===== src/rtl/ecc_resp_pkg.sv =====
package ecc_resp_pkg;

    typedef enum logic {
        RPT_EMPTY = 1'b0,
        RPT_HELD  = 1'b1
    } rpt_state_t;

    typedef enum logic {
        FRZ_RUN    = 1'b0,
        FRZ_HALTED = 1'b1
    } frz_state_t;

    localparam logic RGN_BUFCFG = 1'b0;
    localparam logic RGN_PROG   = 1'b1;

endpackage


===== src/rtl/ecc_skip_mask.sv =====
module ecc_skip_mask #(
    parameter int NUM_BUF = 16,
    parameter int ADDR_W  = 10
) (
    input  logic               clk,
    input  logic               rst_n,
    input  logic               clr,
    input  logic               set_en,
    input  logic               set_tx,
    input  logic [ADDR_W-1:0]  set_idx,
    output logic [NUM_BUF-1:0] skip_tx,
    output logic [NUM_BUF-1:0] skip_rx
);
    logic [NUM_BUF-1:0] tx_q;
    logic [NUM_BUF-1:0] rx_q;

    for (genvar g = 0; g < NUM_BUF; g++) begin : g_bit
        logic hit;
        assign hit = set_en && (set_idx == ADDR_W'(g));
        always_ff @(posedge clk or negedge rst_n) begin
            if (!rst_n) begin
                tx_q[g] <= 1'b0;
                rx_q[g] <= 1'b0;
            end else begin
                tx_q[g] <= (tx_q[g] && !clr) || (hit && set_tx);
                rx_q[g] <= (rx_q[g] && !clr) || (hit && !set_tx);
            end
        end
    end

    assign skip_tx = tx_q;
    assign skip_rx = rx_q;

    // a slot start with no new error leaves both masks empty
    a_r4_slot_clear: assert property (@(posedge clk) disable iff (!rst_n)
        (clr && !set_en) |=> (skip_tx == '0 && skip_rx == '0));

    // without a clear, bits already set stay set
    a_r3_bits_hold: assert property (@(posedge clk) disable iff (!rst_n)
        !clr |=> (((skip_tx & $past(skip_tx)) == $past(skip_tx)) &&
                  ((skip_rx & $past(skip_rx)) == $past(skip_rx))));
endmodule


===== src/rtl/ecc_err_report.sv =====
module ecc_err_report
    import ecc_resp_pkg::*;
#(
    parameter int ADDR_W = 10,
    parameter int CODE_W = 5
) (
    input  logic              clk,
    input  logic              rst_n,
    input  logic              err_ev,
    input  logic              clr,
    input  logic              in_region,
    input  logic              in_app,
    input  logic [ADDR_W-1:0] in_addr,
    input  logic [CODE_W-1:0] in_code,
    output logic              flag,
    output logic              rpt_region,
    output logic              rpt_app,
    output logic [ADDR_W-1:0] rpt_addr,
    output logic [CODE_W-1:0] rpt_code
);
    rpt_state_t st_q, st_d;
    logic       cap;

    always_comb begin
        st_d = st_q;
        cap  = 1'b0;
        unique case (st_q)
            RPT_EMPTY: begin
                if (err_ev) begin
                    cap  = 1'b1;
                    st_d = RPT_HELD;
                end
            end
            RPT_HELD: begin
                if (clr) begin
                    if (err_ev) cap = 1'b1;
                    else        st_d = RPT_EMPTY;
                end
            end
            default: st_d = RPT_EMPTY;
        endcase
    end

    always_ff @(posedge clk or negedge rst_n) begin
        if (!rst_n) st_q <= RPT_EMPTY;
        else        st_q <= st_d;
    end

    always_ff @(posedge clk or negedge rst_n) begin
        if (!rst_n) begin
            rpt_region <= 1'b0;
            rpt_app    <= 1'b0;
            rpt_addr   <= '0;
            rpt_code   <= '0;
        end else if (cap) begin
            rpt_region <= in_region;
            rpt_app    <= in_app;
            rpt_addr   <= in_addr;
            rpt_code   <= in_code;
        end
    end

    assign flag = (st_q == RPT_HELD);

    // a held report is never overwritten while uncleared
    a_r9_report_hold: assert property (@(posedge clk) disable iff (!rst_n)
        (flag && !clr) |=> (flag && $stable(rpt_code) && $stable(rpt_addr) && $stable(rpt_region)));

    // a raised flag always carries a nonzero code
    a_r9_code_nonzero: assert property (@(posedge clk) disable iff (!rst_n)
        flag |-> (rpt_code != '0));

    // a clear without a coincident error drops the flag
    a_r10_clear_drops: assert property (@(posedge clk) disable iff (!rst_n)
        (flag && clr && !err_ev) |=> !flag);
endmodule


===== src/rtl/ecc_freeze_ctl.sv =====
module ecc_freeze_ctl
    import ecc_resp_pkg::*;
(
    input  logic clk,
    input  logic rst_n,
    input  logic fatal,
    output logic freeze_req
);
    frz_state_t st_q, st_d;

    always_comb begin
        st_d = st_q;
        unique case (st_q)
            FRZ_RUN:    if (fatal) st_d = FRZ_HALTED;
            FRZ_HALTED: st_d = FRZ_HALTED;
            default:    st_d = FRZ_RUN;
        endcase
    end

    always_ff @(posedge clk or negedge rst_n) begin
        if (!rst_n) st_q <= FRZ_RUN;
        else        st_q <= st_d;
    end

    assign freeze_req = (st_q == FRZ_HALTED) || fatal;

    // the request never falls once raised
    a_r8_freeze_sticky: assert property (@(posedge clk) disable iff (!rst_n)
        freeze_req |=> freeze_req);
endmodule


===== src/rtl/ecc_fault_responder.sv =====
module ecc_fault_responder
    import ecc_resp_pkg::*;
#(
    parameter int NUM_BUF = 16,
    parameter int ADDR_W  = 10,
    parameter int CODE_W  = 5
) (
    input  logic               clk,
    input  logic               rst_n,
    input  logic               ecc_en,
    input  logic               poc_default_cfg,
    input  logic               slot_start,
    input  logic               chk_valid,
    input  logic               chk_region,
    input  logic               chk_app,
    input  logic               chk_tx,
    input  logic               chk_corr,
    input  logic [ADDR_W-1:0]  chk_idx,
    input  logic [CODE_W-1:0]  chk_code,
    input  logic               err_clr,
    output logic [NUM_BUF-1:0] skip_tx,
    output logic [NUM_BUF-1:0] skip_rx,
    output logic               freeze_req,
    output logic               err_flag,
    output logic               rpt_region,
    output logic               rpt_app,
    output logic [ADDR_W-1:0]  rpt_addr,
    output logic [CODE_W-1:0]  rpt_code
);
    localparam int IDX_SPAN = 1 << ADDR_W;

    logic uncorr;
    logic buf_ctl_err;
    logic fatal_now;

    assign uncorr      = chk_valid && ecc_en && !chk_corr && (chk_code != '0);
    assign buf_ctl_err = uncorr && (chk_region == RGN_BUFCFG) && !chk_app;
    assign fatal_now   = uncorr && (chk_region == RGN_PROG) && (!chk_app || poc_default_cfg);

    ecc_skip_mask #(.NUM_BUF(NUM_BUF), .ADDR_W(ADDR_W)) u_mask (
        .clk     (clk),
        .rst_n   (rst_n),
        .clr     (slot_start),
        .set_en  (buf_ctl_err),
        .set_tx  (chk_tx),
        .set_idx (chk_idx),
        .skip_tx (skip_tx),
        .skip_rx (skip_rx)
    );

    ecc_err_report #(.ADDR_W(ADDR_W), .CODE_W(CODE_W)) u_rpt (
        .clk        (clk),
        .rst_n      (rst_n),
        .err_ev     (uncorr),
        .clr        (err_clr),
        .in_region  (chk_region),
        .in_app     (chk_app),
        .in_addr    (chk_idx),
        .in_code    (chk_code),
        .flag       (err_flag),
        .rpt_region (rpt_region),
        .rpt_app    (rpt_app),
        .rpt_addr   (rpt_addr),
        .rpt_code   (rpt_code)
    );

    ecc_freeze_ctl u_frz (
        .clk        (clk),
        .rst_n      (rst_n),
        .fatal      (fatal_now),
        .freeze_req (freeze_req)
    );

    initial begin
        if (NUM_BUF > IDX_SPAN) $error("NUM_BUF exceeds index range");
    end

    // controller read of program memory freezes in the same cycle
    a_r6_freeze_now: assert property (@(posedge clk) disable iff (!rst_n)
        (chk_valid && ecc_en && !chk_corr && chk_code != '0 &&
         chk_region && !chk_app) |-> freeze_req);

    // disabled responses leave the masks untouched
    a_r1_masks_idle: assert property (@(posedge clk) disable iff (!rst_n)
        (!ecc_en && !slot_start) |=> ($stable(skip_tx) && $stable(skip_rx)));

    // disabled responses never raise the flag
    a_r1_flag_idle: assert property (@(posedge clk) disable iff (!rst_n)
        (!ecc_en && !err_flag) |=> !err_flag);

    // application read of a buffer entry never sets a skip bit
    a_r5_app_no_skip: assert property (@(posedge clk) disable iff (!rst_n)
        (chk_valid && !chk_region && chk_app && !slot_start) |=>
        ($stable(skip_tx) && $stable(skip_rx)));
endmodule


===== config.mk =====
export PLATFORM = sky130hd
export DESIGN_NAME = ecc_fault_responder
export DESIGN_NICKNAME = d
export VERILOG_FILES = /design/src/rtl/ecc_resp_pkg.sv /design/src/rtl/ecc_skip_mask.sv /design/src/rtl/ecc_err_report.sv /design/src/rtl/ecc_freeze_ctl.sv /design/src/rtl/ecc_fault_responder.sv
export SDC_FILE = /design/constraint.sdc
export NUM_CORES = 1
export LEC_CHECK = 0
export BUFFER_PORTS_ARGS = -buffer_cell sky130_fd_sc_hd__clkbuf_2
export CAP_MARGIN = 0
export CORE_MARGIN = 4
export CORE_UTILIZATION = 50
export CTS_BUF_LIST = sky130_fd_sc_hd__clkbuf_2 sky130_fd_sc_hd__clkbuf_4 sky130_fd_sc_hd__clkbuf_8
export CTS_CLUSTER_DIAMETER = 150
export DETAILED_ROUTE_END_ITERATION = 12
export PLACE_DENSITY = 0.79
export SLEW_MARGIN = 20
export SYNTH_ARGS = -nofsm -noshare
export SYNTH_HDL_FRONTEND = slang
export SYNTH_SLANG_ARGS = --single-unit

===== constraint.sdc =====
create_clock -name clk -period 2.05 [get_ports clk]
set_input_delay 0.1025 -clock clk [delete_from_list [all_inputs] [get_ports clk]]
set_output_delay 0.1025 -clock clk [all_outputs]
set_load 0.05 [all_outputs]

Word level (Yosys, flattened, before mapping)
Cells that the tools add are included.

Bits in registers: 51. Word-level logic and storage cells: 190. Output and inout bits: 51.

Reduce and logical (&&, ||, !) cells: 127. Bitwise gates (word level): 3. Muxes and demuxes: 7. Eq/ne operators: 15.

Operators by type and width (number): $logic_and A1 B1 Y1 (87); $eq A10 B4 Y1 const B (8); $eq A10 B3 Y1 const B (4); $logic_or A1 B1 Y1 (34); $eq A10 B2 Y1 const B (2); $eq A10 B1 Y1 const B (1); $logic_not A10 Y1 (1); $pmux W1 S2 (3); $reduce_bool A5 Y1 (1); $logic_not A1 Y1 (4); $mux W1 (4); $not A1 Y1 (3).

Depth between registers and ports, before layout
Gate-level depths: netlist (run 1).

Depth after elaboration: 8. Mapped depth: 5.

By module
Synthesis (run 1) repeated with hierarchy kept, for this count alone.

Cells, all modules: 168. Area, all modules: 2109.5 um2.

Modules (own cells, without submodules): ecc_skip_mask (seq. area each 800.8 um2, cells each 118, instances 1, area an instance 1298.7 um2); ecc_err_report (seq. area each 450.4 um2, cells each 39, instances 1, area an instance 732.0 um2); ecc_fault_responder (seq. area each 0.0 um2, cells each 9, instances 1, area an instance 47.5 um2); ecc_freeze_ctl (seq. area each 25.0 um2, cells each 2, instances 1, area an instance 31.3 um2).

Least setup slack after synthesis (run 1)
OpenSTA, ideal clock, no wires.

Path type: input to register. Start: in chk_corr. End: reg u_frz.st_q. Required time: 1.839 ns. Cell stages on the path: 4. Slack: 0.341 ns. Path buffers: 1. Library setup time: 0.211 ns. Data arrival time: 1.498 ns. Path through: and3b_1 -> clkbuf_1 -> o21ai_0 -> o21bai_1.

Longest elaborated chain between the ends: 7.

Ends and longest elaborated chain: from (decl) (RTL line ecc_fault_responder.sv:17) `input logic chk_corr,`; $logic_not A1 Y1 (RTL line ecc_fault_responder.sv:36) `assign uncorr = chk_valid && ecc_en && !chk_corr && (chk_code != '0);`; $logic_and A1 B1 Y1 (2 in series) (RTL line ecc_fault_responder.sv:36); $logic_and A1 B1 Y1 (2 in series) (RTL line ecc_fault_responder.sv:38) `assign fatal_now = uncorr && (chk_region == RGN_PROG) && (!chk_app || poc_default_cfg);`; $mux W1 (RTL line ecc_freeze_ctl.sv:14) `FRZ_RUN: if (fatal) st_d = FRZ_HALTED;`; $pmux W1 S2 (RTL line ecc_freeze_ctl.sv:13) `unique case (st_q)`; to (signal assigned) (RTL line ecc_freeze_ctl.sv:22) `else st_q <= st_d;`; to (decl) (RTL line ecc_freeze_ctl.sv:9) `frz_state_t st_q, st_d;`.

No other way between the ends. A chain may end at the register's enable or synchronous reset.

Worst setup path after layout (run 1)
Start: in chk_code[3]. End: out freeze_req.

Longest elaborated chain between the ends: 5.

Ends and longest elaborated chain: from (decl) (RTL line ecc_fault_responder.sv:19) `input logic [CODE_W-1:0] chk_code,`; $reduce_bool A5 Y1 (RTL line ecc_fault_responder.sv:36); $logic_and A1 B1 Y1 (RTL line ecc_fault_responder.sv:36); $logic_and A1 B1 Y1 (2 in series) (RTL line ecc_fault_responder.sv:38); $logic_or A1 B1 Y1 (RTL line ecc_freeze_ctl.sv:25) `assign freeze_req = (st_q == FRZ_HALTED) || fatal;`; to (decl) (RTL line ecc_fault_responder.sv:23) `output logic freeze_req,`.

No other way between the ends.

==> results of run 1 <==
==> cell usage in the layout, fill, tap and decap left out, types with 4 or more instances in the layout <==
| master | netlist | layout |
|---|---|---|
| sky130_fd_sc_hd__dfrtp_1 | 51 | 51 |
| sky130_fd_sc_hd__mux2_4 | 10 | 10 |
| sky130_fd_sc_hd__inv_1 | 28 | 28 |
| sky130_fd_sc_hd__mux2_2 | 7 | 7 |
| sky130_fd_sc_hd__buf_4 | 0 | 6 |
| sky130_fd_sc_hd__o22ai_1 | 26 | 26 |
| sky130_fd_sc_hd__nand4_1 | 8 | 8 |
| sky130_fd_sc_hd__clkbuf_8 | 0 | 5 |
| sky130_fd_sc_hd__and3b_1 | 4 | 4 |
| sky130_fd_sc_hd__nand4b_1 | 5 | 5 |
| sky130_fd_sc_hd__clkbuf_2 | 0 | 76 |
| sky130_fd_sc_hd__o41ai_1 | 6 | 6 |
| sky130_fd_sc_hd__nand2b_1 | 7 | 7 |
==> power groups by stage <==
stage | logic [mW] | registers [mW] | clock network [mW]
floorplan | 0.155 | 1.40 | 0
global placement | 0.569 | 1.14 | 0
detailed placement | 0.578 | 1.14 | 0
global route | 0.602 | 1.13 | 0.728
finish | 0.573 | 1.12 | 0.678
CTS | 0.579 | 1.12 | 0.690
==> critical path: cells and delay by family <==
family	cells	cell delay (ps)
AO/OA/AOI/OAI	2	380
AND/OR/NAND/NOR	1	580
buffers and inverters	2	340
==> sequential cells by signal, indices dropped and copies added, names as in the netlist <==
name / cells
u_mask.skip_rx: 16
u_mask.skip_tx: 16
u_rpt.rpt_addr: 10
u_rpt.rpt_code: 5
u_frz.st_q: 1
u_rpt.flag: 1
u_rpt.rpt_app: 1
u_rpt.rpt_region: 1
==> stage by stage <==
step | util, % | cell area [sq um] | worst slack, ps | cells | hold slack, ps
2_1_floorplan | - | 2220 | 341 | 186 | -193
6_report | 67.0 | 2780 | 549 | 313 | 54.2
5_1_grt | 67.0 | 2780 | 441 | 313 | 49.3
3_5_place_dp | 64.2 | 2660 | 341 | 305 | 119
4_1_cts | 67.0 | 2780 | 540 | 313 | 50.4
3_3_place_gp | 64.2 | 2660 | 406 | 305 | 112
==> metal layers <==
metal,part of all wire (%),vias to the layer above
met5,0,-
met4,1.4,0
met3,5.0,6
met2,52,54
met1,42,838
li1,-,819
==> synthesized netlist by cell type, types with 2 or more instances <==
cell / instances
sky130_fd_sc_hd__dfrtp_1: 51
sky130_fd_sc_hd__inv_1: 28
sky130_fd_sc_hd__o22ai_1: 26
sky130_fd_sc_hd__clkbuf_1: 11
sky130_fd_sc_hd__mux2_4: 10
sky130_fd_sc_hd__nand4_1: 8
sky130_fd_sc_hd__mux2_2: 7
sky130_fd_sc_hd__nand2b_1: 7
sky130_fd_sc_hd__o41ai_1: 6
sky130_fd_sc_hd__nand4b_1: 5
sky130_fd_sc_hd__and3b_1: 4
sky130_fd_sc_hd__nand2_1: 3
sky130_fd_sc_hd__nor3b_1: 3
sky130_fd_sc_hd__buf_2: 2
sky130_fd_sc_hd__o211ai_2: 2
sky130_fd_sc_hd__o21ai_0: 2
==> timing repair <==
action                                 in CTS  in global routing
resized for setup                           0                  0
endpoints found under the hold margin      51                  0
hold buffers                                1                  0
==> cells by family (layout without fill, tap and decap cells) <==
group / Yosys count / count (layout) / synth area share, %
AO/OA/AOI/OAI: 38 / 38 / 12.5
buffers and inverters: 42 / 119 / 7.93
flip-flops: 51 / 51 / 57.4
multiplexers: 17 / 17 / 10.3
AND/OR/NAND/NOR: 38 / 38 / 11.8
==> worst max path at each step <==
| stage | end | start | cells past startpoint |
|---|---|---|---|
| 5_1_grt | freeze_req | chk_code[3] | 5 |
| 2_1_floorplan | u_frz.st_q | chk_corr | 4 |
| 6_report | freeze_req | chk_code[3] | 5 |
| 3_5_place_dp | u_mask.skip_rx[0] | chk_idx[5] | 4 |
| 4_1_cts | freeze_req | chk_code[3] | 5 |
| 3_3_place_gp | u_mask.skip_tx[11] | chk_code[3] | 5 |
==> area by class of cell <==
type,count,area [sq um]
multi-input combinational,93,771
sequential,51,1280
timing repair buffer,84,455
inverter,28,105
clock buffer,6,76.3
fill,327,1370
clock inverter,1,30.0
tap,50,62.6
==> results.rst, run 1 <==
.. list-table::
   :header-rows: 1

   * - Metric
     - Value
   * - Result of the run
     - complete, no violations
   * - Die X-Extent
     - 74.7 um
   * - Placeable Area
     - 0.00414 sq mm
   * - Leakage power
     - 1.36 nW
   * - Routed wire length
     - 5.05 mm
   * - Number of sinks on the clock net
     - 51
   * - Final antenna diode count
     - 0
   * - Routed length per placed instance
     - 16.1 um
   * - Count of buffers added by post-CTS timing repair for setup
     - 0
   * - Final setup violating endpoints
     - 0
   * - Start of the worst register-to-register path
     - u_rpt.flag
   * - Synthesized area per cell
     - 12.0 sq um
   * - DRC violation count after routing
     - 0
   * - Synthesis warning total
     - 0
   * - Least-Margin Pin Slew
     - 592 ps
   * - Min Tclk post-route
     - 1500 ps
   * - Max-cap check violation count
     - 0
   * - Initial antenna violation count
     - 0
   * - Cells after Synth
     - 186
   * - Number of clock buffers inserted by TritonCTS
     - 5
   * - Fraction of power consumed by combinational cells
     - 24.1%
   * - Maximum buffer depth of the clock tree
     - 2
   * - Number of global-route vias before repair
     - 1791
   * - Count of distinct cell types in the synthesized netlist
     - 27
   * - Worst setup EP type
     - output port
   * - Data arrival time of the critical path
     - 1400 ps
   * - Clock transition at the registers of the reported paths
     - 80 ps
   * - Routed Antenna Nets
     - 0
   * - Count of pins over their slew limit
     - 0
   * - Worst clock skew on the final layout
     - 2.21 ps
   * - Worst Min Path Start
     - chk_code[2]
   * - Cell types with the largest area share after synthesis
     - sky130_fd_sc_hd__dfrtp_1, sky130_fd_sc_hd__o22ai_1, sky130_fd_sc_hd__mux2_4
   * - Initial core utilization
     - 53.7%
   * - Sum of internal, switching and leakage power
     - 2.37 mW
   * - Share of the synthesized area in the top cell type
     - 57.4%
   * - Row cnt
     - 23
   * - CTS tree
     - yes
   * - Setup TNS
     - 0 ps
   * - Register bit total from synthesis
     - 51
   * - Met1 track demand over resource
     - 25.9%
   * - Startpoint kind of the worst setup timing path
     - input pin
   * - Half-perimeter wire length after placement
     - 3.74 mm
   * - Synthesized cell area
     - 0.00222 sq mm
   * - Drt first pass iters
     - 4
   * - Depth of the worst register-to-register path
     - 4
   * - Critical path required time
     - 1950 ps
   * - Min-delay worst type
     - in -> reg
   * - Leading area contributor after synthesis
     - sky130_fd_sc_hd__dfrtp_1
   * - Clock insertion delay at the later pin of the skew report
     - 290 ps
   * - Power Dens Cells
     - 855 mW/mm^2
   * - Met2 usage
     - 31.7%
   * - Slowest stage delay, CP
     - 580 ps
   * - Die height
     - 74.7 um
   * - Capturing point of the worst reg2reg path
     - u_rpt.rpt_code[4]
   * - Maximum number of pins on one net before global-route repair
     - 52
   * - Master of the slowest instance on the critical path
     - sky130_fd_sc_hd__or4_4
   * - Unrepaired setup endpoints after global routing
     - no
   * - Ys async rst share
     - 100%
   * - Number of hold violations in the final report
     - 0
   * - Sequential fraction of design power
     - 47.3%
   * - Maximum vdd drop
     - 0.000589 V
   * - Headroom to the max-slew limit
     - 60.2%
   * - H-tree level count
     - 2
   * - Proportion of synthesized chip area in sequential cells
     - 57.4%
   * - Wire length of the first global-routing pass
     - 8.40 mm
   * - Fraction of layout instances using a drive strength above 1
     - 42.6%
   * - Total overflow reported by the global router
     - 0
   * - Tot GR Track Use
     - 19.5%
   * - Vias per Instance
     - 5.49
   * - Cell Chain, Critical Path
     - clkbuf_2 > or4_4 > o21ai_0 > o21bai_1 > clkbuf_2
   * - Port bufs
     - 76
   * - Hold-critical path endpoint
     - u_rpt.rpt_code[2]
   * - Clock Power Share
     - 28.6%
   * - Switching share of power
     - 31.7%
   * - Global route hottest layer
     - met2
   * - Worst Hold Path Cells
     - 2
   * - 1st-iter DRT viols
     - 132
   * - Internal power contribution
     - 1.62 mW
   * - Via count
     - 1717
   * - Crit share post-route
     - 73.2%
   * - Timing-limited maximum frequency
     - 666 MHz
   * - Count of pins on the block boundary
     - 77
   * - Number of enable flip-flop cells after synthesis
     - 0
   * - CTS root buf
     - sky130_fd_sc_hd__clkbuf_8
   * - Overall die area
     - 0.00558 sq mm
   * - Worst path most repeated cell
     - sky130_fd_sc_hd__clkbuf_2
   * - Critical path peak fanout
     - 4
   * - Syn Nets
     - 212
   * - Net total in the final layout
     - 289
   * - Switch Pwr
     - 0.752 mW
   * - Met3 capacity usage during global routing
     - 3.60%
   * - Area growth from synthesis to final layout
     - 24.9%
   * - Final weighted congestion in routability-driven placement
     - 0.792
   * - CP Class
     - in -> out
   * - Prevailing post-synth register cell
     - sky130_fd_sc_hd__dfrtp_1
   * - Reg-to-reg setup timing slack
     - 790 ps
Note: power is estimated with default switching activity, not from simulation.
==> run 2: changes to the inputs <==
--- a/config.mk
+++ b/config.mk
@@ -5,14 +5,15 @@
 export SDC_FILE = /design/constraint.sdc
 export NUM_CORES = 1
 export LEC_CHECK = 0
+export ABC_AREA = 1
 export BUFFER_PORTS_ARGS = -buffer_cell sky130_fd_sc_hd__clkbuf_2
 export CAP_MARGIN = 0
 export CORE_MARGIN = 4
-export CORE_UTILIZATION = 50
+export CORE_UTILIZATION = 47
 export CTS_BUF_LIST = sky130_fd_sc_hd__clkbuf_2 sky130_fd_sc_hd__clkbuf_4 sky130_fd_sc_hd__clkbuf_8
 export CTS_CLUSTER_DIAMETER = 150
 export DETAILED_ROUTE_END_ITERATION = 12
-export PLACE_DENSITY = 0.79
+export PLACE_DENSITY = 0.77
 export SLEW_MARGIN = 20
 export SYNTH_ARGS = -nofsm -noshare
 export SYNTH_HDL_FRONTEND = slang
==> constraint.sdc (replaced) <==
create_clock -name clk -period 1.2 [get_ports clk]
set_input_delay 0.06 -clock clk [delete_from_list [all_inputs] [get_ports clk]]
set_output_delay 0.06 -clock clk [all_outputs]
set_load 0.05 [all_outputs]
==> run 2 against run 1 <==
  * Register-to-register slack worse by 610 ps
  * Clock skew up 6.3 ps
  * Wire length up 15%
  * Die area up 14%
  * Highest routed layer unchanged
  * Power up 62%
  * Non-clock buffer count up 4
  * Setup slack worse by 490 ps
  * Global-route usage up 0.53 points
  * Critical endpoint unchanged
==> results.rst, run 2 <==
.. list-table::
   :header-rows: 1

   * - Metric
     - Value
   * - Result of the run
     - complete, no violations (unchanged)
   * - Slowest stage delay, CP
     - 380 ps (was 580 ps)
   * - Maximum buffer depth of the clock tree
     - 2 (unchanged)
   * - Headroom to the max-slew limit
     - 67.1% (was 60.2%)
   * - Cell types with the largest area share after synthesis
     - sky130_fd_sc_hd__dfrtp_1, sky130_fd_sc_hd__nand2_1, sky130_fd_sc_hd__nand3_1 (was sky130_fd_sc_hd__dfrtp_1, sky130_fd_sc_hd__o22ai_1, sky130_fd_sc_hd__mux2_4)
   * - H-tree level count
     - 2 (unchanged)
   * - Leading area contributor after synthesis
     - sky130_fd_sc_hd__dfrtp_1 (unchanged)
   * - Final standard cell count with taps included and fillers excluded
     - 450 (was 313)
   * - Area of all sequential standard cells
     - 0.00128 sq mm (about the same)
   * - CTS root buf
     - sky130_fd_sc_hd__clkbuf_8 (unchanged)
   * - Count of distinct cell types in the synthesized netlist
     - 21 (was 27)
   * - Count of pins on the block boundary
     - 77 (unchanged)
   * - Max-cap check violation count
     - 0 (unchanged)
   * - Initial core utilization
     - 49.8% (was 53.7%)
   * - Routed length per placed instance
     - 12.9 um (was 16.1 um)
   * - Detail Route met2 WL
     - 2.72 mm (was 2.62 mm)
   * - Share of the synthesized area in the top cell type
     - 52.8% (was 57.4%)
   * - Highest-count cells in the layout ignoring fill and taps
     - sky130_fd_sc_hd__nand2_1, sky130_fd_sc_hd__clkbuf_2, sky130_fd_sc_hd__dfrtp_1 (was sky130_fd_sc_hd__clkbuf_2, sky130_fd_sc_hd__dfrtp_1, sky130_fd_sc_hd__inv_1)
   * - Routed wire length
     - 5.79 mm (was 5.05 mm)
   * - Number of sinks on the clock net
     - 51 (unchanged)
   * - Final weighted congestion in routability-driven placement
     - 0.832 (was 0.792)
   * - Count of buffers added by post-CTS timing repair for setup
     - 0 (unchanged)
   * - Post-route worst hold slack
     - 7.71 ps (was 54.2 ps)
   * - Switching share of power
     - 34.1% (was 31.7%)
   * - Synthesized area per cell
     - 8.11 sq um (was 12.0 sq um)
   * - Port bufs
     - 76 (unchanged)
   * - Half-perimeter wire length after placement
     - 4.07 mm (was 3.74 mm)
   * - Commonest non-fill, non-tap cell in the layout
     - sky130_fd_sc_hd__nand2_1 (was sky130_fd_sc_hd__clkbuf_2)
   * - Fraction of layout instances using a drive strength above 1
     - 29.5% (was 42.6%)
   * - Worst setup slack after placement
     - 167 ps (was 341 ps)
   * - CP Class
     - reg -> out (was in -> out)
   * - Internal power contribution
     - 2.54 mW (was 1.62 mW)
   * - Synthesized cell area
     - 0.00242 sq mm (was 0.00222 sq mm)
   * - Wire length of the first global-routing pass
     - 9.84 mm (was 8.40 mm)
   * - Vias per Instance
     - 4.84 (was 5.49)
   * - Number of global-route vias before repair
     - 2146 (was 1791)
   * - Worst setup EP type
     - output port (unchanged)
   * - Synthesis warning total
     - 0 (unchanged)
   * - Clock insertion delay at the later pin of the skew report
     - 310 ps (was 290 ps)
   * - Maximum number of pins on one net before global-route repair
     - 52 (unchanged)
   * - DRC violation count after routing
     - 0 (unchanged)
   * - Least-Margin Pin Slew
     - 494 ps (was 592 ps)
   * - Cell Chain, Critical Path
     - o21bai_2 > buf_2 (was clkbuf_2 > or4_4 > o21ai_0 > o21bai_1 > clkbuf_2)
   * - Die X-Extent
     - 79.7 um (was 74.7 um)
   * - Startpoint kind of the worst setup timing path
     - flop (was input pin)
   * - Unrepaired setup endpoints after global routing
     - no (unchanged)
   * - Placed cell count
     - 434 (was 305)
   * - Worst clock skew on the final layout
     - 8.54 ps (was 2.21 ps)
   * - Leakage power
     - 1.72 nW (was 1.36 nW)
   * - Fraction of power consumed by combinational cells
     - 23.2% (was 24.1%)
   * - Critical path required time
     - 1140 ps (was 1950 ps)
   * - Min-delay worst type
     - in -> reg (unchanged)
   * - Number of clock buffers inserted by TritonCTS
     - 5 (unchanged)
   * - Sequential fraction of design power
     - 49.4% (was 47.3%)
   * - Syn Nets
     - 324 (was 212)
   * - Drt first pass iters
     - 4 (unchanged)
   * - Count of pins over their slew limit
     - 0 (unchanged)
   * - Total overflow reported by the global router
     - 0 (unchanged)
   * - Cells after Synth
     - 298 (was 186)
   * - Setup TNS
     - 0 ps (unchanged)
   * - Switch Pwr
     - 1.31 mW (was 0.752 mW)
   * - Proportion of synthesized chip area in sequential cells
     - 52.8% (was 57.4%)
   * - Number of enable flip-flop cells after synthesis
     - 0 (unchanged)
   * - 1st-iter DRT viols
     - 116 (was 132)
   * - Register bit total from synthesis
     - 51 (unchanged)
   * - Slack of the critical path
     - 58.4 ps (was 549 ps)
   * - Timing-limited maximum frequency
     - 876 MHz
   * - Final antenna diode count
     - 0 (unchanged)
   * - Routed Antenna Nets
     - 0 (unchanged)
   * - Ys async rst share
     - 100% (unchanged)
   * - Area taken by multi-input logic gates
     - 971 sq um (was 771 sq um)
   * - Die height
     - 79.7 um (was 74.7 um)
   * - Area growth from synthesis to final layout
     - 25.2% (was 24.9%)
   * - Final setup violating endpoints
     - 0 (unchanged)
   * - Clock transition at the registers of the reported paths
     - 90 ps (was 80 ps)
   * - Maximum vdd drop
     - 0.000690 V (was 0.000589 V)
   * - Count of fill cells added during filler insertion
     - 430 (was 327)
   * - Clock Power Share
     - 27.4% (was 28.6%)
   * - Master of the slowest instance on the critical path
     - sky130_fd_sc_hd__dfrtp_1 (was sky130_fd_sc_hd__or4_4)
   * - Tot GR Track Use
     - 20.0% (was 19.5%)
   * - Wire length on met3
     - 336 um (was 252 um)
   * - Row cnt
     - 25 (was 23)
   * - Fraction of the core area covered by cells at the end of the flow
     - 62.4% (was 67.0%)
   * - Via count
     - 2180 (was 1717)
   * - Power Dens Cells
     - 1270 mW/mm^2 (was 855 mW/mm^2)
   * - Routed length on met1
     - 2.56 mm (was 2.11 mm)
   * - CTS tree
     - yes (unchanged)
   * - Most used standard cell by instance count after synthesis
     - sky130_fd_sc_hd__nand2_1 (was sky130_fd_sc_hd__dfrtp_1)
   * - Min Tclk post-route
     - 1140 ps
   * - Number of hold violations in the final report
     - 0 (unchanged)
   * - Highest metal layer used by the detailed router
     - met4 (unchanged)
   * - Net total in the final layout
     - 408 (was 289)
   * - Initial antenna violation count
     - 0 (unchanged)
   * - Data arrival time of the critical path
     - 1080 ps (was 1400 ps)
   * - Critical path peak fanout
     - 2 (was 4)
   * - Placeable Area
     - 0.00485 sq mm (was 0.00414 sq mm)
   * - Prevailing post-synth register cell
     - sky130_fd_sc_hd__dfrtp_1 (unchanged)
   * - Commonest cells in the netlist
     - sky130_fd_sc_hd__nand2_1, sky130_fd_sc_hd__dfrtp_1, sky130_fd_sc_hd__nand3_1 (was sky130_fd_sc_hd__dfrtp_1, sky130_fd_sc_hd__inv_1, sky130_fd_sc_hd__o22ai_1)
   * - Overall die area
     - 0.00635 sq mm (was 0.00558 sq mm)
   * - Crit share post-route
     - 95.1%
-- run 2: changes by cell type after synthesis, sizes merged, moves of 6 or more --
cell | previous run | this run
inv | 28 | 19
clkbuf | 11 | 3
o41ai | 6 | 0
nand3 | 1 | 51
nand2 | 3 | 129
nand4 | 8 | 0
nand2b | 7 | 0
mux2 | 17 | 0
o22ai | 26 | 0
nor2 | 1 | 35
-- run 2: cell families (layout without fill, tap and decap cells) --
family	after synthesis	count (layout)	synth area share [%]
buffers and inverters	30	115	7.15
AO/OA/AOI/OAI	2	2	0.518
AND/OR/NAND/NOR	215	215	39.5
flip-flops	51	51	52.8
-- run 2: per-stage QoR --
stage | power (mW) | cell area, sq um
6_report | 3.85 | 3030
5_1_grt | 4.00 | 3030
4_1_cts | 3.88 | 3030
3_5_place_dp | 2.81 | 2850
3_3_place_gp | 2.80 | 2850
2_1_floorplan | 2.54 | 2420
-- run 2: routing by layer --
| layer | global-route usage [%] | vias up |
|---|---|---|
| met2 | 31.5 | 68 |
| met4 | 10.5 | 0 |
| met3 | 3.50 | 14 |
| met1 | 26.4 | 1006 |
| li1 | - | 1092 |
| met5 | 0 | - |
-- run 2: timing repair --
item	CTS	global route
endpoints found under the setup margin	0	1
gates resized for setup	0	1
hold buffers	8	0
endpoints found under the hold margin	58	0
-- run 2: worst paths after layout --
check / slack, ps / end / cells past startpoint / start
worst max-delay path: 60 / freeze_req / 2 / u_frz.st_q
worst min-delay path: 8 / u_rpt.rpt_addr[8] / 3 / chk_idx[8]
worst max register to register: 180 / u_rpt.rpt_code[2] / 4 / u_rpt.flag
worst min register to register: 480 / u_rpt.rpt_code[0] / 2 / u_rpt.rpt_code[0]
max in group asynchronous: 690 / u_rpt.flag / 3 / rst_n
min in group asynchronous: 260 / u_rpt.rpt_code[0] / 3 / rst_n
-- run 2: layout make-up --
| type | instances | area share (%) |
|---|---|---|
| Timing Repair Buffer | 88 | 17.0 |
| Inverter | 19 | 2.61 |
| Clock inverter | 1 | 0.289 |
| Tap cell | 67 | 2.77 |
| Multi-Input combinational cell | 217 | 32.1 |
| Clock buffer | 7 | 2.98 |
| Sequential cell | 51 | 42.2 |
-- run 2: worst max-delay path, delay by kind of cell, from the launching register on --
| family | cells | cell delay [ps] |
|---|---|---|
| AO/OA/AOI/OAI | 1 | 190 |
| flip-flops | 1 | 380 |
| buffers and inverters | 1 | 220 |
-- run 2: power groups by stage --
stage               sequential [mW]  combinational, mW  clock (mW)
floorplan                      2.30              0.241           0
global placement               1.94              0.864           0
detailed placement             1.93              0.878           0
CTS                            1.90              0.899        1.08
global route                   1.91              0.955        1.13
finish                         1.90              0.895        1.05
==> run 3: changes to the inputs <==
--- a/config.mk
+++ b/config.mk
@@ -5,15 +5,14 @@
 export SDC_FILE = /design/constraint.sdc
 export NUM_CORES = 1
 export LEC_CHECK = 0
-export ABC_AREA = 1
 export BUFFER_PORTS_ARGS = -buffer_cell sky130_fd_sc_hd__clkbuf_2
 export CAP_MARGIN = 0
 export CORE_MARGIN = 4
-export CORE_UTILIZATION = 47
+export CORE_UTILIZATION = 46
 export CTS_BUF_LIST = sky130_fd_sc_hd__clkbuf_2 sky130_fd_sc_hd__clkbuf_4 sky130_fd_sc_hd__clkbuf_8
 export CTS_CLUSTER_DIAMETER = 150
 export DETAILED_ROUTE_END_ITERATION = 12
-export PLACE_DENSITY = 0.77
+export PLACE_DENSITY = 0.76
 export SLEW_MARGIN = 20
 export SYNTH_ARGS = -nofsm -noshare
 export SYNTH_HDL_FRONTEND = slang
==> run 3 against run 2 <==
  * The run now ends with setup timing left
  * Setup slack got worse by 250 ps
  * Sequential share of layout area increased by 0.96 points
  * Clock-buffer cell count is the same
  * Critical path depth increased by 4
  * Via count is 21% lower
  * Sequential cell count unchanged
  * Core utilization up 0.64 points
  * Cell count is 26% lower
  * Critical path type is now in -> reg
  * Largest cell class unchanged
  * Largest power group unchanged
==> results.rst, run 3 (synthesis gave the netlist of run 1 again) <==
.. list-table::
   :header-rows: 1

   * - Metric
     - Value
   * - Max-cap check violation count
     - 0 (unchanged)
   * - Worst Hold Path Cells
     - 2 (was 3)
   * - DRC violation count after routing
     - 0 (unchanged)
   * - Capturing point of the worst reg2reg path
     - u_rpt.rpt_addr[6] (was u_rpt.rpt_code[2])
   * - Maximum number of pins on one net before global-route repair
     - 52 (unchanged)
   * - 1st-iter DRT viols
     - 104 (was 116)
   * - Critical path peak fanout
     - 10 (was 2)
   * - Power Dens Cells
     - 1340 mW/mm^2 (was 1270 mW/mm^2)
   * - Hold-critical path endpoint
     - u_rpt.rpt_addr[4] (was u_rpt.rpt_addr[8])
   * - Worst setup slack after placement
     - -388 ps (was 167 ps)
   * - Sum of internal, switching and leakage power
     - 3.95 mW (was 3.85 mW)
   * - Worst path most repeated cell
     - sky130_fd_sc_hd__buf_6
   * - CTS tree
     - yes (unchanged)
   * - Leakage power
     - 1.47 nW (was 1.72 nW)
   * - Least-Margin Pin Slew
     - 446 ps (was 494 ps)
   * - Worst setup EP type
     - flop (was output port)
   * - Initial antenna violation count
     - 0 (unchanged)
   * - Fraction of the core area covered by cells at the end of the flow
     - 63.0% (was 62.4%)
   * - Initial core utilization
     - 47.4% (was 49.8%)
   * - Clock insertion delay at the later pin of the skew report
     - 290 ps (was 310 ps)
   * - Area growth from synthesis to final layout
     - 33.0% (was 25.2%)
   * - Number of hold violations in the final report
     - 0 (unchanged)
   * - Count of pins on the block boundary
     - 77 (unchanged)
   * - Result of the run
     - finished with violations (was complete, no violations)
   * - Final setup violating endpoints
     - 50 (was 0)
   * - Half-perimeter wire length after placement
     - 3.63 mm (was 4.07 mm)
   * - Number of global-route vias before repair
     - 1817 (was 2146)
   * - Fraction of layout instances using a drive strength above 1
     - 46.6% (was 29.5%)
   * - Overall die area
     - 0.00601 sq mm (was 0.00635 sq mm)
   * - Row cnt
     - 25 (unchanged)
   * - Routed Antenna Nets
     - 0 (unchanged)
   * - Number of buffer and inverter stages on the critical path
     - 3 (was 1)
   * - Tot GR Track Use
     - 17.8% (was 20.0%)
   * - Final antenna diode count
     - 0 (unchanged)
   * - Total overflow reported by the global router
     - 0 (unchanged)
   * - Wire length of the first global-routing pass
     - 8.68 mm (was 9.84 mm)
   * - Die height
     - 77.5 um (was 79.7 um)
   * - Vias per Instance
     - 5.23 (was 4.84)
   * - Port bufs
     - 76 (unchanged)
   * - Critical path required time
     - 1380 ps (was 1140 ps)
   * - Number of clock buffers inserted by TritonCTS
     - 5 (unchanged)
   * - Number of sinks on the clock net
     - 51 (unchanged)
   * - Count of fill cells added during filler insertion
     - 380 (was 430)
   * - H-tree level count
     - 2 (unchanged)
   * - Highest-count cells in the layout ignoring fill and taps
     - sky130_fd_sc_hd__clkbuf_2, sky130_fd_sc_hd__dfrtp_1, sky130_fd_sc_hd__inv_1 (was sky130_fd_sc_hd__nand2_1, sky130_fd_sc_hd__clkbuf_2, sky130_fd_sc_hd__dfrtp_1)
   * - Start of the worst register-to-register path
     - u_rpt.flag (unchanged)
   * - Crit share post-route
     - 116% (was 95.1%)
   * - Clock transition at the registers of the reported paths
     - 80 ps (was 90 ps)
   * - Cell Chain, Critical Path
     - buf_6 > or4_4 > buf_6 > o211ai_4 > buf_12 > mux2_2 (was o21bai_2 > buf_2)
   * - Commonest non-fill, non-tap cell in the layout
     - sky130_fd_sc_hd__clkbuf_2 (was sky130_fd_sc_hd__nand2_1)
   * - Via count
     - 1730 (was 2180)
   * - Drt first pass iters
     - 4 (unchanged)
   * - Placeable Area
     - 0.00469 sq mm (was 0.00485 sq mm)
   * - Violations in the final reports
     - setup timing
   * - Slack of the critical path
     - -196 ps (was 58.4 ps)
   * - Routed wire length
     - 5.07 mm (was 5.79 mm)
   * - Headroom to the max-slew limit
     - 70.3% (was 67.1%)
   * - Reg-to-reg setup timing slack
     - -50 ps (was 180 ps)
   * - Net total in the final layout
     - 302 (was 408)
   * - Master of the slowest instance on the critical path
     - sky130_fd_sc_hd__or4_4 (was sky130_fd_sc_hd__dfrtp_1)
   * - Maximum vdd drop
     - 0.000838 V (was 0.000690 V)
   * - Min-delay worst type
     - in -> reg (unchanged)
   * - CTS root buf
     - sky130_fd_sc_hd__clkbuf_8 (unchanged)
   * - Worst clock skew on the final layout
     - 4.51 ps (was 8.54 ps)
   * - Min Tclk post-route
     - 1400 ps (was 1140 ps)
   * - Family with the most delay on the worst path
     - simple AND/OR/NAND/NOR gates (was flip-flops)
   * - Depth of the worst register-to-register path
     - 4 (unchanged)
   * - Slowest stage delay, CP
     - 550 ps (was 380 ps)
   * - Startpoint kind of the worst setup timing path
     - input pin (was flop)
   * - Worst Min Path Start
     - chk_idx[4] (was chk_idx[8])
   * - Count of pins over their slew limit
     - 0 (unchanged)
   * - Unrepaired setup endpoints after global routing
     - yes (was no)
   * - Timing-limited maximum frequency
     - 716 MHz (was 876 MHz)
   * - Routed length per placed instance
     - 15.3 um (was 12.9 um)
   * - Maximum buffer depth of the clock tree
     - 2 (unchanged)
   * - CP Class
     - in -> reg (was reg -> out)
   * - Die X-Extent
     - 77.5 um (was 79.7 um)
   * - Data arrival time of the critical path
     - 1580 ps (was 1080 ps)
   * - Final weighted congestion in routability-driven placement
     - 0.709 (was 0.832)
[run 3: cell types whose count changed in the layout (fill, tap and decap cells not counted), moves of 8 or more]
| cell | delta |
|---|---|
| sky130_fd_sc_hd__buf_4 | +11 |
| sky130_fd_sc_hd__nand4_1 | +8 |
| sky130_fd_sc_hd__o22ai_1 | +26 |
| sky130_fd_sc_hd__nand2_2 | -13 |
| sky130_fd_sc_hd__nand3_1 | -48 |
| sky130_fd_sc_hd__mux2_4 | +14 |
| sky130_fd_sc_hd__nand2_1 | -111 |
| sky130_fd_sc_hd__inv_1 | +12 |
| sky130_fd_sc_hd__nor2_1 | -31 |
[run 3: routing by layer]
layer | track usage [%] | wire, um
met2 | 29.6 | 2560
met4 | 4.80 | 76
met5 | 0 | 0
met3 | 4.41 | 206
met1 | 23.3 | 2230
[run 3: what timing repair did]
item	in CTS	in global routing
hold endpoints to repair	51	0
resized for setup	4	9
setup buffers	2	1
endpoints found under the setup margin	18	50
pin swaps	1	1
hold buffers	1	0
[run 3: area by class of cell]
cell class	count	area (sq um)	share of cell area, %
tap	54	67.6	2.28
clock buffer	7	83.8	2.83
timing repair buffer	97	618	20.9
inverter	28	105	3.55
clock inverter	1	5.00	0.169
multi-input combinational	93	801	27.1
sequential	51	1280	43.2
[run 3: how the worst max path moves through the flow]
stage                     depth (start not counted)                 to        start
after floorplan                                   4  u_rpt.rpt_addr[0]  chk_code[3]
after global placement                            5  u_rpt.rpt_addr[8]  chk_code[3]
after detailed placement                          5  u_rpt.rpt_addr[8]  chk_code[3]
after CTS                                         6  u_rpt.rpt_addr[8]  chk_code[0]
after global routing                              6  u_rpt.rpt_addr[5]  chk_code[0]
final                                             6  u_rpt.rpt_code[0]  chk_code[0]
[run 3: worst register-to-register path, cell delays in order, from the launching register on]
cell,delay [ps]
sky130_fd_sc_hd__dfrtp_2,410
sky130_fd_sc_hd__nand2b_1,140
sky130_fd_sc_hd__o211ai_4,120
sky130_fd_sc_hd__buf_12,170
sky130_fd_sc_hd__mux2_4,300
[run 3: where the power goes]
group / internal (mW) / switching (mW)
Combinational: 0.352 / 0.704
Clock: 0.456 / 0.516
Sequential: 1.85 / 0.0773
Total: 2.65 / 1.30
[run 3: through the flow]
step                hold slack, ps  setup TNS, ps  area, sq um  instances
floorplan                     -236          -6860         2240        186
global placement              68.7         -13570         2790        319
detailed placement            72.9         -14720         2790        319
CTS                           19.0          -3350         2920        330
global route                  4.32          -6000         2960        331
finish                        20.5          -4400         2960        331
